[config.mk]
export PLATFORM = sky130hd
export DESIGN_NAME = adc_sar_ctrl
export DESIGN_NICKNAME = d
export VERILOG_FILES = /design/src/rtl/adc_ctrl_pkg.sv /design/src/rtl/adc_tick_gen.sv /design/src/rtl/adc_sar_engine.sv /design/src/rtl/adc_trig_unit.sv /design/src/rtl/adc_sar_ctrl.sv
export SDC_FILE = /design/constraint.sdc
export NUM_CORES = 1
export LEC_CHECK = 0
export ABC_AREA = 1
export BUFFER_PORTS_ARGS = -buffer_cell sky130_fd_sc_hd__buf_2
export CORE_MARGIN = 1.5
export CORE_UTILIZATION = 53
export DETAILED_ROUTE_END_ITERATION = 8
export GPL_ROUTABILITY_DRIVEN = 0
export PLACE_DENSITY_LB_ADDON = 0.12
export SYNTH_ARGS = -nofsm -noshare
export SYNTH_HDL_FRONTEND = slang
export SYNTH_SLANG_ARGS = --single-unit
export TNS_END_PERCENT = 5
[constraint.sdc]
create_clock -name clk -period 2.2 [get_ports clk]
set_input_delay 0.44 -clock clk [delete_from_list [all_inputs] [get_ports clk]]
set_output_delay 0.44 -clock clk [all_outputs]
set_load 0.02 [all_outputs]
[src/rtl/adc_ctrl_pkg.sv]
package adc_ctrl_pkg;

    localparam int unsigned CH_W = 4;

    typedef enum logic [1:0] {
        SRC_DIV_A = 2'b00,
        SRC_DIV_B = 2'b01,
        SRC_DIV_C = 2'b10,
        SRC_RC    = 2'b11
    } clk_src_e;

    typedef struct packed {
        clk_src_e          src;
        logic [CH_W-1:0]   chan;
        logic              go;
        logic              en;
    } ctl_t;

    typedef enum logic [1:0] {
        PH_IDLE,
        PH_WAIT,
        PH_RUN
    } phase_e;

    localparam logic [3:0] TRIG_MODE = 4'b1011;

    function automatic int unsigned src_div(clk_src_e s, int unsigned d0,
                                            int unsigned d1, int unsigned d2);
        case (s)
            SRC_DIV_A: return d0;
            SRC_DIV_B: return d1;
            SRC_DIV_C: return d2;
            default:   return 1;
        endcase
    endfunction

    function automatic int unsigned max3(int unsigned a, int unsigned b, int unsigned c);
        int unsigned m;
        m = (a > b) ? a : b;
        return (m > c) ? m : c;
    endfunction

endpackage

[src/rtl/adc_tick_gen.sv]
module adc_tick_gen
    import adc_ctrl_pkg::*;
#(
    parameter int unsigned DIV0 = 2,
    parameter int unsigned DIV1 = 8,
    parameter int unsigned DIV2 = 32
) (
    input  logic     clk,
    input  logic     rst,
    input  logic     restart,
    input  clk_src_e src,
    input  logic     rc_tick,
    output logic     tick
);
    localparam int unsigned MAXD = max3(DIV0, DIV1, DIV2);
    localparam int unsigned CW   = (MAXD > 2) ? $clog2(MAXD) : 1;

    logic [CW-1:0] cnt;
    logic [CW-1:0] lim;
    logic          div_hit;

    always_comb begin
        lim     = CW'(src_div(src, DIV0, DIV1, DIV2) - 1);
        div_hit = (cnt == lim);
        tick    = (src == SRC_RC) ? rc_tick : div_hit;
    end

    always_ff @(posedge clk) begin
        if (rst || restart)
            cnt <= '0;
        else if (div_hit || src == SRC_RC)
            cnt <= '0;
        else
            cnt <= cnt + 1'b1;
    end

    // every divider is at least 2, so two divided strobes never abut
    p_tick_gap_r3: assert property (@(posedge clk) disable iff (rst)
        (div_hit && !restart && src != SRC_RC) |=> (src == SRC_RC || !tick));

endmodule

[src/rtl/adc_sar_engine.sv]
module adc_sar_engine #(
    parameter int unsigned NBITS = 10,
    parameter int unsigned RES_W = 8
) (
    input  logic             clk,
    input  logic             rst,
    input  logic             start,
    input  logic             abort,
    input  logic             tick,
    input  logic             cmp_in,
    output logic [NBITS-1:0] dac_code,
    output logic [RES_W-1:0] res_code,
    output logic             active,
    output logic             done
);
    localparam int unsigned IW = (NBITS > 2) ? $clog2(NBITS) : 1;

    logic             act;
    logic             loading;
    logic [IW-1:0]    idx;
    logic [NBITS-1:0] sar;
    logic [NBITS-1:0] trial;

    always_comb begin
        trial    = sar | (NBITS'(1) << idx);
        dac_code = (act && !loading) ? trial : sar;
        res_code = sar[NBITS-1 -: RES_W];
        done     = act && loading && tick && !abort;
        active   = act;
    end

    always_ff @(posedge clk) begin
        if (rst) begin
            act     <= 1'b0;
            loading <= 1'b0;
            idx     <= '0;
            sar     <= '0;
        end else if (abort) begin
            act     <= 1'b0;
            loading <= 1'b0;
        end else if (start) begin
            act     <= 1'b1;
            loading <= 1'b0;
            idx     <= IW'(NBITS - 1);
            sar     <= '0;
        end else if (act && tick) begin
            if (loading) begin
                act <= 1'b0;
            end else begin
                sar[idx] <= cmp_in;
                if (idx == '0)
                    loading <= 1'b1;
                else
                    idx <= idx - 1'b1;
            end
        end
    end

    p_msb_first_r2: assert property (@(posedge clk) disable iff (rst)
        (start && !abort) |=> (dac_code == (NBITS'(1) << (NBITS - 1))));

    p_lsb_then_load_r3: assert property (@(posedge clk) disable iff (rst)
        (act && !loading && tick && idx == '0 && !abort && !start) |=> (act && loading));

endmodule

[src/rtl/adc_trig_unit.sv]
module adc_trig_unit
    import adc_ctrl_pkg::*;
(
    input  logic       clk,
    input  logic       rst,
    input  logic       evt_trig,
    input  logic [3:0] cmp_mode,
    output logic       fire,
    output logic       tmr_rst
);
    always_comb fire = evt_trig && (cmp_mode == TRIG_MODE);

    always_ff @(posedge clk) begin
        if (rst) tmr_rst <= 1'b0;
        else     tmr_rst <= fire;
    end

    p_tmr_pulse_r10: assert property (@(posedge clk) disable iff (rst)
        (evt_trig && cmp_mode == TRIG_MODE) |=> tmr_rst);

endmodule

[src/rtl/adc_sar_ctrl.sv]
module adc_sar_ctrl
    import adc_ctrl_pkg::*;
#(
    parameter int unsigned NBITS      = 10,
    parameter int unsigned RES_W      = 8,
    parameter int unsigned DIV0       = 2,
    parameter int unsigned DIV1       = 8,
    parameter int unsigned DIV2       = 32,
    parameter int unsigned INSTR_CLKS = 4
) (
    input  logic             clk,
    input  logic             rst,
    input  logic             ctl_we,
    input  logic [7:0]       ctl_wdata,
    input  logic             flag_clr,
    output logic [7:0]       ctl_rdata,
    output logic [RES_W-1:0] res_hi,
    input  logic             core_sleep,
    input  logic             irq_en,
    input  logic             evt_trig,
    input  logic [3:0]       cmp_mode,
    input  logic             rc_tick,
    input  logic             cmp_in,
    output logic [NBITS-1:0] dac_code,
    output logic [CH_W-1:0]  ch_sel,
    output logic             irq_flag,
    output logic             wake_req,
    output logic             tmr_rst,
    output logic             analog_pd
);
    localparam int unsigned WCW = (INSTR_CLKS > 1) ? $clog2(INSTR_CLKS) : 1;

    ctl_t             ctl;
    ctl_t             wd;
    phase_e           phase;
    logic [WCW-1:0]   wait_cnt;
    logic             pd_lat;
    logic             busy, sleep_abort, sw_abort, kill;
    logic             start_sw, start_trig, start_any, wait_end;
    logic             eng_start, eng_done, eng_active, tick, trig_fire;
    clk_src_e         nxt_src;
    logic [RES_W-1:0] eng_res;

    always_comb begin
        wd          = ctl_t'(ctl_wdata);
        busy        = (phase != PH_IDLE);
        nxt_src     = ctl_we ? wd.src : ctl.src;
        sleep_abort = busy && core_sleep && (ctl.src != SRC_RC);
        sw_abort    = ctl_we && busy && !(wd.go && wd.en);
        kill        = sleep_abort || sw_abort;
        start_sw    = ctl_we && !busy && wd.go && wd.en;
        start_trig  = trig_fire && !busy && !ctl_we && ctl.en;
        start_any   = start_sw || start_trig;
        wait_end    = (phase == PH_WAIT) && (wait_cnt == WCW'(INSTR_CLKS - 1));
        eng_start   = !kill && ((start_any && nxt_src != SRC_RC) || wait_end);
    end

    adc_tick_gen #(.DIV0(DIV0), .DIV1(DIV1), .DIV2(DIV2)) u_tick (
        .clk     (clk),
        .rst     (rst),
        .restart (eng_start),
        .src     (ctl.src),
        .rc_tick (rc_tick),
        .tick    (tick)
    );

    adc_sar_engine #(.NBITS(NBITS), .RES_W(RES_W)) u_sar (
        .clk      (clk),
        .rst      (rst),
        .start    (eng_start),
        .abort    (kill),
        .tick     (tick),
        .cmp_in   (cmp_in),
        .dac_code (dac_code),
        .res_code (eng_res),
        .active   (eng_active),
        .done     (eng_done)
    );

    adc_trig_unit u_trig (
        .clk      (clk),
        .rst      (rst),
        .evt_trig (evt_trig),
        .cmp_mode (cmp_mode),
        .fire     (trig_fire),
        .tmr_rst  (tmr_rst)
    );

    // sequencing phase and start delay
    always_ff @(posedge clk) begin
        if (rst) begin
            phase    <= PH_IDLE;
            wait_cnt <= '0;
        end else if (kill || eng_done) begin
            phase <= PH_IDLE;
        end else begin
            case (phase)
                PH_IDLE: if (start_any) begin
                    phase    <= (nxt_src == SRC_RC) ? PH_WAIT : PH_RUN;
                    wait_cnt <= '0;
                end
                PH_WAIT: if (wait_end) phase <= PH_RUN;
                         else          wait_cnt <= wait_cnt + 1'b1;
                default: phase <= phase;
            endcase
        end
    end

    // control word
    always_ff @(posedge clk) begin
        if (rst) begin
            ctl <= '0;
        end else begin
            if (ctl_we) begin
                ctl.en   <= wd.en;
                ctl.chan <= wd.chan;
                ctl.src  <= wd.src;
                ctl.go   <= busy ? (wd.go && wd.en) : start_sw;
            end
            if (start_trig)
                ctl.go <= 1'b1;
            if (kill || eng_done)
                ctl.go <= 1'b0;
        end
    end

    // flag, wake and power-down latch
    always_ff @(posedge clk) begin
        if (rst) begin
            irq_flag <= 1'b0;
            wake_req <= 1'b0;
            pd_lat   <= 1'b0;
        end else begin
            if (eng_done)      irq_flag <= 1'b1;
            else if (flag_clr) irq_flag <= 1'b0;

            if (eng_done && core_sleep && irq_en) wake_req <= 1'b1;
            else if (!core_sleep)                 wake_req <= 1'b0;

            if (sleep_abort || (eng_done && core_sleep && !irq_en)) pd_lat <= 1'b1;
            else if (!core_sleep)                                   pd_lat <= 1'b0;
        end
    end

    // result keeps its contents across reset
    always_ff @(posedge clk) begin
        if (eng_done) res_hi <= eng_res;
    end

    always_comb begin
        ctl_rdata = ctl;
        ch_sel    = ctl.chan;
        analog_pd = !ctl.en || pd_lat;
    end

    p_rst_clears_r1: assert property (@(posedge clk)
        rst |=> (ctl_rdata == 8'h00 && !irq_flag && analog_pd));

    p_rc_wait_r4: assert property (@(posedge clk) disable iff (rst)
        (phase == PH_WAIT) |-> !eng_active);

    p_done_flag_r5: assert property (@(posedge clk) disable iff (rst)
        eng_done |=> (irq_flag && !ctl.go));

    p_sleep_abort_r6: assert property (@(posedge clk) disable iff (rst)
        (busy && core_sleep && ctl.src != SRC_RC) |=> (!ctl.go && analog_pd));

    p_wake_r7: assert property (@(posedge clk) disable iff (rst)
        (eng_done && core_sleep && irq_en) |=> wake_req);

    p_pd_keep_en_r8: assert property (@(posedge clk) disable iff (rst)
        (eng_done && core_sleep && !irq_en && !ctl_we) |=> (analog_pd && ctl.en));

endmodule

Yosys cells after proc, flatten, opt, wreduce, memory -nomap -nowiden
Cells that the tools add are included.
{ "op_classes": {"add_sub_neg": 4, "multipliers": 0, "div": 0, "magnitude_cmp": 2, "n_eq_ne": 17, "n_shift": 1, "muxes": 34, "bitwise_logic": 3, "reduce_logical": 57} }
{ "op_table": {"columns": ["cell", "count"], "rows": [
  ["$mux 10", 4],
  ["$logic_and 1x1->1", 24],
  ["$mux 4", 4],
  ["$mux 1", 14],
  ["$mux 2", 7],
  ["$ne 2x2->1 const B", 7],
  ["$pmux 4 s3", 1],
  ["$reduce_bool 2->1", 6],
  ["$bwmux 10", 1],
  ["$or 10x10->10", 1],
  ["$shl 1x4->10 const A", 1],
  ["$eq 2x2->1 const B", 4],
  ["$logic_or 1x1->1", 8],
  ["$pmux 2 s2", 2],
  ["$reduce_and 4->1", 2],
  ["$logic_not 1->1", 7],
  ["$reduce_and 3->1", 2],
  ["$reduce_or 2->1", 3],
  ["$add 5x1->5 const B", 1],
  ["$eq 5x5->1", 1],
  ["$lt 4x5->1 const B", 1],
  ["$sub 5x1->5 const B", 1],
  ["$demux 1 s4", 1],
  ["$eq 2x1->1 const B", 2],
  ["10 further kinds", 13]
]} }
{ "totals": {"ff_bits": 45, "latchBits": 0, "ram_bits": 0, "romBits": 0, "input_bits": 21, "output_inout_bits": 34, "word_cells": 134, "memories": 0} }

Longest topological paths before layout
Gate-level depths: netlist (run 1).
{ "logic_depth": {"word_depth": 11, "depth_mapped": 13, "ltp_nobuf": 12} }

By module
A second synthesis (run 1) with hierarchy kept.
{ "hier_totals": {"hier_cells": 327, "area_unflattened_um2": 2473.6} }
{ "by_module_without_submodules": {"columns": ["module", "instances", "cells_each", "area_each_um2", "seq_area_each_um2"], "rows": [
  ["adc_sar_engine", 1, 167, 1146.1, 320.3],
  ["adc_sar_ctrl", 1, 115, 1006.0, 540.5],
  ["adc_tick_gen", 1, 37, 272.8, 100.1],
  ["adc_trig_unit", 1, 8, 48.8, 20.0]
]} }

Least setup slack after synthesis (run 1)
No wires, ideal clock.
{ "synth_timing": {"path_type": "reg-to-reg", "startpoint": "reg, netlist name ctl_rdata[6]", "endpoint": "reg res_hi[0] (enable)", "setup_time_ns": 0.328, "arrival_time_ns": 1.579, "required_ns": 1.872, "path_slack_ns": 0.293, "path_stages_with_launch": 11, "path_buffers": 0, "synth_period_minus_slack_ns": 1.907, "cell_sequence": "dfxtp_1 > inv_1 > ha_1 > inv_1 > nand2_1 > nand2_1 > nor2_1 > nand2_2 > nand2_4 > nand4_1 > inv_1"} }
{ "synth_between": {"elab_chain_len": 7, "elab_cells_between_ends": 14, "classes_between": "add/sub: 1; eq/ne: 5; mux: 2; reduce/logical: 6"} }
{ "synth_rtl": {"columns": ["element", "line", "text"], "rows": [
  ["$eq 2x2->1 (tied with other cells)", "adc_ctrl_pkg.sv:29", "case (s)"],
  ["$pmux 4 s3", "adc_ctrl_pkg.sv:29", null],
  ["$sub 5x1->5", "adc_tick_gen.sv:23", "lim = CW'(src_div(src, DIV0, DIV1, DIV2) - 1);"],
  ["$eq 5x5->1", "adc_tick_gen.sv:24", "div_hit = (cnt == lim);"],
  ["$mux 1", "adc_tick_gen.sv:25", "tick = (src == SRC_RC) ? rc_tick : div_hit;"],
  ["$logic_and 1x1->1", "adc_sar_engine.sv:28", "done = act && loading && tick && !abort;"],
  ["$logic_and 1x1->1 (*)", "adc_sar_engine.sv:28", null],
  ["via eng_done", "adc_sar_ctrl.sv:40", "logic eng_start, eng_done, eng_active, tick, trig_fire;"],
  ["to (signal assigned)", "adc_sar_ctrl.sv:147", "if (eng_done) res_hi <= eng_res;"],
  ["to (decl)", "adc_sar_ctrl.sv:17", "output logic [RES_W-1:0] res_hi,"]
]} }
Mark *: on every way through the listed nets, which the timed path passes. The rest lies on a longest branch.
A chain may end at the register's enable or synchronous reset.

Worst setup path after layout (run 1)
{ "layout_timing": {"startpoint": "reg u_sar.idx[1]", "endpoint": "out dac_code[9]"} }
{ "layout_between": {"elab_chain_len": 3} }
{ "layout_rtl": {"columns": ["element", "line", "text"], "rows": [
  ["from (decl)", "adc_sar_engine.sv:20", "logic [IW-1:0] idx;"],
  ["from (signal assigned)", "adc_sar_engine.sv:44", "idx <= IW'(NBITS - 1);"],
  ["from (signal assigned)", "adc_sar_engine.sv:54", "idx <= idx - 1'b1;"],
  ["$shl 1x4->10", "adc_sar_engine.sv:25", "trial = sar | (NBITS'(1) << idx);"],
  ["$or 10x10->10", "adc_sar_engine.sv:25", null],
  ["$mux 10", "adc_sar_engine.sv:26", "dac_code = (act && !loading) ? trial : sar;"],
  ["to (decl)", "adc_sar_ctrl.sv:24", "output logic [NBITS-1:0] dac_code,"]
]} }
No other way between the ends.

==> run metrics, run 1 <==
outcome=completed; grt ovf=0; TritonCTS buffer count=5; vias post-DR=2081; syn_nets=333; # IOs=55; synth unique cells=34; DIE HEIGHT=70.0 microns; Fin Setup TNS=0 ns; MaxCap Viol Count=0; most common cell after layout, fill and taps aside=nand2_1; Critical path origin=u_sar.idx[1]; Post-DP HPWL=3.84 mm; number of synthesized register bits=45; number of synthesized flops with an enable pin=8; clock root buffer=clkbuf_8; grt met3 use=5.92%; IO buf count=54; Final Hold Vio Count=0; initial antenna violation count=0; H-tree Lvls=2; fmax=481 MHz; all-layer global routing usage=22.5%; final worst setup slack=0.121 ns; FF-to-FF End=res_hi[4]; site row count=24; hold slack=0.354 ns; # DRC=0; Routed Antenna Nets=0; DR vias/cell=5.09; crit path time final=2.08 ns; Slew Viols, Final=0; syn_area_per_cell=7.85 sq um; Clk Latency, worst-skew pair=0.30 ns; clock buffer depth=2; clock slew at reported path FFs=0.08 ns; final period utilization=94.5%; Worst Reg-to-Reg Cells=9; Post-Syn Area=0.00238 sq mm; Core ar.=0.00432 sq mm; met2 Use GR=35.8%; number of antenna cells inserted=0; area added between synthesis and finish=15.3%; Peak VDD IR=0.000481 V; pre-CTS worst setup slack=0.281 ns; Post-Route WL=5.00 mm; FF-to-FF Start=ctl_rdata[6]; worst-margin pin slew=0.390 ns; # nets final=386; Worst Clk Skew=0.00600 ns; pin count of the biggest net entering global routing=14; RSZ-0062 raised after global routing=no; Max-slew headroom=74.0%; Ys Warns=0; critical path arrival=1.64 ns; worst-path maximum fanout=5; Synth Instances=303; Crit Path Category=reg2out; worst min path class=in2reg; FF-to-FF setup slack=0.32 ns; starting density of the core=55.0%; TritonRoute pass-1 iters=4; die footprint=0.00490 sq mm; commonest non-fill, non-tap cells in the layout=nand2_1, buf_2, nor2_1; Setup Fix Bufs, Post-CTS=0; filler cell count=399; Async SR Flop Fraction=0%; Main synth FF type=dfxtp_1; die width=70.0 microns; number of global-route vias before repair=1959; DRT iter0 DRCs=200; final setup fails=0; CP Data Required Time=1.76 ns; Worst setup SP type=register; DR WL/cell=12.2 microns; Global Route met1 Usage=29.3%; Seq/Total Area, Yosys=41.2%; CTS Sinks=45; Critical Path End=dac_code[9]; layout cells sized above 1=26.1%; pwr dens=611 mW/mm^2; busiest metal layer after global routing=met2; CTS tree=built; Leak=1.33 nW; crit end category=primary output; first-pass GRT wire length=8.88 mm
worst min path at each step:
stage / start / endpoint / slack, ns / cells past startpoint
final: ctl_wdata[3] / ch_sel[1] / 0.35 / 3
after detailed placement: u_sar.sar[7] / res_hi[5] / 0.42 / 0
after CTS: ctl_wdata[3] / ch_sel[1] / 0.35 / 3
after global routing: ctl_wdata[3] / ch_sel[1] / 0.36 / 3
after global placement: u_sar.sar[2] / res_hi[0] / 0.41 / 0
after floorplan: u_sar.sar[2] / res_hi[0] / 0.41 / 0
power by group:
part	switching (mW)	internal, mW	total (mW)
logic	0.191	0.0969	0.287
registers	0.0275	0.863	0.891
clock network	0.276	0.220	0.496
total	0.493	1.18	1.67
area by class of cell:
cell class | count | area [sq um] | area share, %
repair buffers | 58 | 300 | 11.0
inverters | 40 | 160 | 5.84
well taps | 52 | 65.1 | 2.37
clock buffers | 6 | 72.6 | 2.65
flip-flops and latches | 45 | 981 | 35.8
clock inverters | 2 | 10.0 | 0.365
multi-input cells | 206 | 1150 | 42.0
synthesized netlist by cell type, types with 2 or more instances:
cell      number  area share, %
a21oi_1       14            2.9
buf_2          2           0.42
buf_4          5            1.6
clkbuf_1       2           0.32
dfxtp_1       37             31
edfxtp_1       8             10
ha_1           9            4.7
inv_1         37            5.8
inv_6          2           0.74
nand2_1       55            8.7
nand2_2        5            1.3
nand3_1       17            3.6
nand3_2        2           0.84
nand3_4        2            1.5
nand4_1       13            3.4
nor2_1        49            7.7
nor2_2         5            1.3
nor3_1         3           0.63
nor3b_2        5            2.6
o21ai_0        7            1.5
o21ai_1        3           0.63
o31ai_1        7            2.2
xor2_1         3            1.1
timing repair:
| item | in CTS | in global routing |
|---|---|---|
| gates resized for setup | 0 | 2 |
| hold buffers | 0 | 0 |
| setup endpoints to repair | 0 | 1 |
cells by family after synthesis:
logic type               after synthesis  share of synthesized area [%]
AND/OR/NAND/NOR                      160                           34.1
buffers and inverters                 52                           10.5
flip-flops                            45                           41.2
AO/OA/AOI/OAI                         33                           7.94
adder cells (fa/ha/maj)                9                           4.73
XOR/XNOR                               4                           1.47
per-stage QoR:
| step | cell area, sq um | power [mW] | cells | util, % |
|---|---|---|---|---|
| after global routing | 2740 | 1.77 | 409 | 63.4 |
| final | 2740 | 1.67 | 409 | 63.4 |
| after global placement | 2650 | 1.19 | 401 | 61.4 |
| after CTS | 2740 | 1.69 | 409 | 63.3 |
| after floorplan | 2380 | 1.13 | 303 | - |
| after detailed placement | 2650 | 1.20 | 401 | 61.4 |
registers in the layout, indices dropped and copies added, names as in the netlist, 2 cells and up:
| name | count |
|---|---|
| res_hi | 8 |
| ctl_rdata | 4 |
| u_sar.sar | 10 |
| ch_sel | 4 |
| wait_cnt | 2 |
| u_tick.cnt | 5 |
| phase | 2 |
| u_sar.idx | 4 |
metal layers:
| metal | vias to the layer above | share of wire (%) |
|---|---|---|
| met1 | 927 | 46 |
| met5 | - | 0 |
| li1 | 1083 | - |
| met3 | 6 | 5.6 |
| met4 | 0 | 1.2 |
| met2 | 65 | 48 |
worst max-delay path, cell delays in order, from the launching register on:
cell and delay [ns]:
dfxtp_1 0.35, inv_1 0.10, ha_1 0.14, inv_1 0.08
nor3_1 0.28, nand3_1 0.14, nand2_1 0.08, buf_2 0.15
No activity file was read; power rests on OpenSTA's default activity.
==> run 2, diff against run 1 <==
--- a/config.mk
+++ b/config.mk
@@ -15,4 +15,3 @@
 export SYNTH_ARGS = -nofsm -noshare
 export SYNTH_HDL_FRONTEND = slang
 export SYNTH_SLANG_ARGS = --single-unit
-export TNS_END_PERCENT = 5
==> constraint.sdc (replaced) <==
create_clock -name clk -period 2 [get_ports clk]
set_input_delay 0.4 -clock clk [delete_from_list [all_inputs] [get_ports clk]]
set_output_delay 0.4 -clock clk [all_outputs]
set_load 0.02 [all_outputs]
==> run 2 against run 1 <==
  * Sequential power rose by 10%
  * First-iteration DRC count fell by 44%
  * Non-clock buffer count rose by 2
  * Hold slack got worse by 0.026 ns
  * Flip-flop and latch count did not move
  * Combinational power rose by 14%
  * Global-route usage fell by 1.8 points
  * Critical endpoint unchanged
  * Utilization rose by 1.5 points
  * Via count rose by 0.48%
  * Sequential share of layout area fell by 0.61 points
  * Clock power rose by 15%
==> run metrics, run 2 (synthesis results as in run 1) <==
outcome=completed; max reg flops=10 (unchanged); RSZ-0062 raised after global routing=no; crit path time final=1.89 ns; die width=70.0 microns (unchanged); Worst Clk Skew=0.00743 ns (+0.00144 ns); MaxCap Viol Count=0 (unchanged); most common cell after layout, fill and taps aside=nand2_1; area added between synthesis and finish=18.0%; Peak VDD IR=0.000356 V (-26%); CTS Sinks=45 (unchanged); crit-path max cell delay=0.35 ns (about the same); DIE HEIGHT=70.0 microns (unchanged); Leak=1.35 nW (+1.8%); Post-DP HPWL=3.85 mm (+0.37%); site row count=24 (unchanged); starting density of the core=55.0% (unchanged); DRT iter0 DRCs=112 (-44%); DR vias/cell=5.09 (about the same); Worst Reg-to-Reg Cells=10 (+1); clock buffer depth=2 (unchanged); final period utilization=94.5%; first-pass GRT wire length=8.22 mm (-7.5%); final worst setup slack=0.110 ns (-0.0105 ns); Crit Path Category=reg2out; CP delay by family, top=flip-flops; clock slew at reported path FFs=0.08 ns (about the same); worst min path class=in2reg; Critical path origin=u_sar.idx[1]; largest reg by FF count=u_sar.sar; Clk Latency, worst-skew pair=0.29 ns (about the same); CP Data Required Time=1.60 ns (-0.16 ns); pre-CTS worst setup slack=0.134 ns (-0.147 ns); all-layer global routing usage=20.7% (-1.8 points); initial antenna violation count=0 (unchanged); crit path buf inv count=3 (unchanged); critical path arrival=1.49 ns (-0.15 ns); die footprint=0.00490 sq mm (unchanged); fmax=529 MHz; DR WL/cell=12.1 microns (-0.84%); commonest non-fill, non-tap cells in the layout=nand2_1, buf_2, nor2_1; FF-to-FF setup slack=0.15 ns (-0.17 ns); worst-margin pin slew=0.374 ns (-0.0152 ns); number of antenna cells inserted=0 (unchanged); number of global-route vias before repair=1888 (-3.6%); Final Hold Vio Count=0 (unchanged); H-tree Lvls=2 (unchanged); final setup fails=0 (unchanged); grt ovf=0 (unchanged); Fin Setup TNS=0 ns (unchanged); Slowest-stage cell, CP=dfxtp_2; Critical Path End=dac_code[9]; worst-path maximum fanout=5 (unchanged); pin count of the biggest net entering global routing=14 (unchanged); crit end category=primary output; IO buf count=54 (unchanged); layout cells sized above 1=28.4% (+2.4 points); post-cts hold buffer count=0 (unchanged); # IOs=55 (unchanged); pwr dens=670 mW/mm^2 (+9.7%); CTS tree=built; Slew Viols, Final=0 (unchanged); Post-Route WL=4.99 mm (-0.36%); TritonRoute pass-1 iters=4 (unchanged); # DRC=0 (unchanged); clock root buffer=clkbuf_8; Worst setup SP type=register; critical path depth=7 (unchanged); Core ar.=0.00432 sq mm (unchanged); Routed Antenna Nets=0 (unchanged); TritonCTS buffer count=5 (unchanged); worst path cell trace=inv_2, ha_1, inv_1, nor3_4, nand3_1, nand2_1, buf_2; Max-slew headroom=75.0% (+1.0 points); FF-to-FF Start=ctl_rdata[6]; vias post-DR=2091 (+0.48%); # nets final=388 (+0.52%); largest registers=u_sar.sar: 10 flops, res_hi: 8 flops, u_tick.cnt: 5 flops; FF-to-FF End=res_hi[3]
==> run 2: how the worst min path moves through the flow <==
stage                      endpoint  cells past startpoint  slack [ns]    startpoint
after floorplan           res_hi[0]                      0        0.41  u_sar.sar[2]
after global placement    res_hi[3]                      0        0.41  u_sar.sar[5]
after detailed placement  res_hi[3]                      0        0.42  u_sar.sar[5]
after CTS                 ch_sel[3]                      3        0.32  ctl_wdata[5]
after global routing      ch_sel[1]                      3        0.33  ctl_wdata[3]
final                     ch_sel[3]                      3        0.33  ctl_wdata[5]
==> run 2: per-layer routing <==
layer / wire [microns] / part of all wire [%] / vias up / GRT usage [%]
met5: 0 / 0 / - / 0
met4: 49 / 0.98 / 0 / 5.56
met3: 298 / 6.0 / 7 / 5.05
met2: 2400 / 48 / 57 / 36.1
met1: 2240 / 45 / 939 / 25.5
li1: - / - / 1088 / -
==> run 2: worst min-delay path, cell delays in order <==
cell	delay (ns)
buf_2	0.08
nor2_1	0.03
nor2_1	0.08
==> run 2: layout make-up <==
class	count	area (sq um)
well taps	52	65.1
clock inverters	2	8.76
fillers	406	1520
clock buffers	6	82.6
multi-input cells	206	1180
flip-flops and latches	45	987
repair buffers	60	322
inverters	40	163
==> run 2: through the flow <==
| step | instances | hold WS (ns) | util [%] | cell area [sq um] | power (mW) |
|---|---|---|---|---|---|
| CTS | 410 | 0.322 | 63.9 | 2760 | 1.89 |
| floorplan | 303 | 0.408 | - | 2380 | 1.25 |
| global placement | 402 | 0.411 | 61.5 | 2660 | 1.31 |
| global route | 411 | 0.328 | 64.9 | 2810 | 1.98 |
| detailed placement | 402 | 0.416 | 61.5 | 2660 | 1.32 |
| finish | 411 | 0.328 | 64.9 | 2810 | 1.88 |
==> run 2: what timing repair did <==
action                                  in CTS  in global routing
setup buffers                                0                  1
cloned                                       0                  0
pin swaps                                    0                  3
gates resized for setup                      3                 12
endpoints found under the setup margin       2                  6
==> run 2: power by group <==
| part | total, mW | leakage, nW | switching, mW | internal (mW) |
|---|---|---|---|---|
| Combinational | 0.328 | 0.928 | 0.215 | 0.113 |
| Sequential | 0.981 | 0.372 | 0.0312 | 0.950 |
| Clock | 0.571 | 0.0486 | 0.297 | 0.274 |
==> run 3, diff against run 2 <==
--- a/config.mk
+++ b/config.mk
@@ -8,10 +8,12 @@
 export ABC_AREA = 1
 export BUFFER_PORTS_ARGS = -buffer_cell sky130_fd_sc_hd__buf_2
 export CORE_MARGIN = 1.5
-export CORE_UTILIZATION = 53
+export CORE_UTILIZATION = 50
+export CTS_BUF_LIST = sky130_fd_sc_hd__clkbuf_8
 export DETAILED_ROUTE_END_ITERATION = 8
 export GPL_ROUTABILITY_DRIVEN = 0
 export PLACE_DENSITY_LB_ADDON = 0.12
 export SYNTH_ARGS = -nofsm -noshare
 export SYNTH_HDL_FRONTEND = slang
+export SYNTH_HIERARCHICAL = 1
 export SYNTH_SLANG_ARGS = --single-unit
==> run 3 against run 2 <==
  * Sequential power is 6% higher
  * Die area increased by 9.8%
  * Total power up 36%
  * Routed wire length increased by 6.4%
  * Final area up 11%
  * Largest power group unchanged
  * Synthesized cell count is 7.9% higher
  * Flip-flop and latch count stayed put
  * Setup slack worse by 0.046 ns
  * Clock power is 18% higher
  * Utilization is 0.55 points higher
  * First-iteration DRC count shrank 14%
  * Clock skew is 0.0017 ns lower
  * Critical endpoint is now dac_code[1]
==> run metrics, run 3 <==
sw frac=33.9% (+5.0 points); CP Data Required Time=1.60 ns (about the same); Post-Route WL=5.30 mm (+6.4%); all-layer global routing usage=20.3% (-0.36 points); Reg power frac=40.8% (-11 points); Post-Synth Simple-Gate Area=31.3% (-2.8 points); final worst setup slack=0.0643 ns (-0.0460 ns); CP delay by family, top=flip-flops; first-pass GRT wire length=8.56 mm (+4.2%); TritonRoute pass-1 iters=4 (unchanged); starting density of the core=52.0% (-3.0 points); Post-DP HPWL=3.88 mm (+0.82%); die width=73.3 microns (+4.8%); initial antenna violation count=0 (unchanged); post-cts hold buffer count=0 (unchanged); Layout Cells excl Fill=472 (+15%); Max-slew headroom=77.2% (+2.2 points); final period utilization=96.8% (+2.3 points); worst-margin pin slew=0.341 ns (-0.0328 ns); Routed Antenna Nets=0 (unchanged); fin area=0.00311 sq mm (+11%); area post-placement=0.00287 sq mm (+7.8%); CTS Sinks=45 (unchanged); # nets final=434 (+12%); Final Hold Vio Count=0 (unchanged); Worst setup SP type=register; site row count=25 (+4.2%); largest reg by FF count=u_sar/sar; # DRC=0 (unchanged); syn_area_per_cell=7.56 sq um (-3.6%); worst-path maximum fanout=5 (unchanged); Crit Path Category=reg2out; syn_nets=357 (+7.2%); most common cell in the netlist=nand2_1; most frequent cells after synthesis=nand2_1, nor2_1, dfxtp_1, inv_1, a21oi_1; pin count of the biggest net entering global routing=18 (+4); # IOs=55 (unchanged); internal power=1.69 mW (+26%); Clk Latency, worst-skew pair=0.29 ns (about the same); clock buffer depth=2 (unchanged); Synth Instances=327 (+7.9%); pre-CTS worst setup slack=-0.0907 ns (-0.224 ns); die footprint=0.00538 sq mm (+9.8%); MaxCap Viol Count=0 (unchanged); complex-gate fraction of the synthesized area=11.1% (+3.1 points); Synth Area in XOR/XNOR=1.06% (-0.41 points); Psw=0.867 mW (+60%); Worst Clk Skew=0.00578 ns (-0.00166 ns); Slew Viols, Final=0 (unchanged); Slowest-stage cell, CP=dfxtp_2; Core ar.=0.00475 sq mm (+10%); synth unique cells=37 (+8.8%); DR vias/cell=4.66 (-8.5%); area added between synthesis and finish=25.8%; Peak VDD IR=0.000517 V (+45%); largest registers=u_sar/sar: 10 flops, res_hi: 8 flops, u_tick/cnt: 5 flops; DRT iter0 DRCs=96 (-14%); Post-Syn Area=0.00247 sq mm (+4.0%); Clock power frac=26.4% (-4.0 points); Async SR Flop Fraction=0% (unchanged); pwr dens=821 mW/mm^2 (+23%); largest family of logic cells by synthesized area=simple AND/OR/NAND/NOR gates; Comb pwr share=32.8% (+15 points); DR WL/cell=11.2 microns (-7.4%); Synth area leaders=dfxtp_1, nand2_1, edfxtp_1, nor2_1, inv_1; Leak=1.54 nW (+14%); worst min path class=in2reg; crit-path max cell delay=0.39 ns (+0.04 ns); worst path cell trace=inv_2, ha_1, inv_1, nor2_1, a31o_2, buf_2; crit end category=primary output; most common cell after layout, fill and taps aside=nand2_1; share of the synthesized area in the top cell type=29.9% (-1.2 points); number of synthesized register bits=45 (unchanged); DIE HEIGHT=73.3 microns (+4.8%); critical path arrival=1.54 ns (+0.05 ns); max reg flops=10 (unchanged); number of global-route vias before repair=1999 (+5.9%); vias post-DR=2198 (+5.1%); Seq/Total Area, Yosys=39.7% (-1.6 points); crit path buf inv count=3 (unchanged); TritonCTS buffer count=5 (unchanged); layout cells sized above 1=37.8% (+9.4 points); crit path time final=1.94 ns (+0.0460 ns); H-tree Lvls=2 (unchanged); Post-Synth Adder-Cell Area=4.55% (-0.18 points); commonest non-fill, non-tap cells in the layout=nand2_1, nor2_1, buf_2; Main synth FF type=dfxtp_1; number of synthesized flops with an enable pin=8 (unchanged); cell taking the most area after synthesis=dfxtp_1; number of antenna cells inserted=0 (unchanged); fmax=517 MHz (-2.4%); mux contribution to synthesized area=0% (unchanged); clock root buffer=clkbuf_8; Ys Warns=6 (+6); grt ovf=0 (unchanged); outcome=completed; CTS tree=built; clock slew at reported path FFs=0.09 ns (about the same); Placed Cells incl. Taps=454 (+13%); final setup fails=0 (unchanged); IO buf count=54 (unchanged)
## run 3: repair_timing
action | in CTS | in global routing
gates resized for setup | 4 | 17
buffers inserted | 0 | 9
pin swaps | 0 | 10
cloned | 0 | 1
endpoints found under the setup margin | 4 | 38
## run 3: power by group through the flow
| stage | clock, mW | combinational, mW | sequential (mW) |
|---|---|---|---|
| after detailed placement | 0 | 0.753 | 1.06 |
| after global routing | 0.713 | 0.941 | 1.05 |
| after floorplan | 0 | 0.562 | 1.05 |
| after global placement | 0 | 0.744 | 1.06 |
| final | 0.674 | 0.837 | 1.04 |
| after CTS | 0.698 | 0.761 | 1.04 |
## run 3: layout make-up
type / instances / area (sq um)
sequential: 45 / 990
fill: 452 / 1640
clock buffer: 5 / 68.8
timing repair buffer: 86 / 514
clock inverter: 3 / 41.3
tap: 67 / 83.8
inverter: 42 / 160
multi-input combinational: 224 / 1250
## run 3: kinds of logic (layout without fill, tap and decap cells)
group,after synthesis,after routing
xor+xnor,3,3
buf+inv,59,136
fa+ha+maj,9,9
flops,45,45
simple gates,171,172
compound gates,40,40
## run 3: worst paths after layout
path                      from     endpoint  slack (ns)  depth (start not counted)
setup / recovery  u_sar/idx[1]  dac_code[1]        0.06                          6
hold / removal    ctl_wdata[3]    ch_sel[1]        0.33                          3
setup reg to reg  ctl_rdata[6]    res_hi[1]        0.12                         11
hold reg to reg   u_sar/sar[6]    res_hi[4]        0.43                          0
## run 3: metrics by stage
stage          TNS [ns]  hold slack (ns)  power (mW)  util (%)
3_5_place_dp     -0.469            0.420        1.81      60.3
6_report              0            0.332        2.55      65.4
3_3_place_gp     -0.178            0.411        1.80      60.3
4_1_cts               0            0.328        2.50      62.8
2_1_floorplan         0            0.430        1.61         -
5_1_grt         -0.0651            0.356        2.71      65.4
## run 3: tightest hold or removal path: stages
cell	delay [ns]
buf_2	0.08
nor2_1	0.03
nor2_1	0.08
## run 3: layer usage
layer | up-vias | track usage [%] | wire (microns)
li1 | 1178 | - | -
met1 | 967 | 26.8 | 2540
met2 | 51 | 34.6 | 2490
met3 | 2 | 3.16 | 242
met4 | 0 | 5.56 | 29
met5 | - | 0 | 0
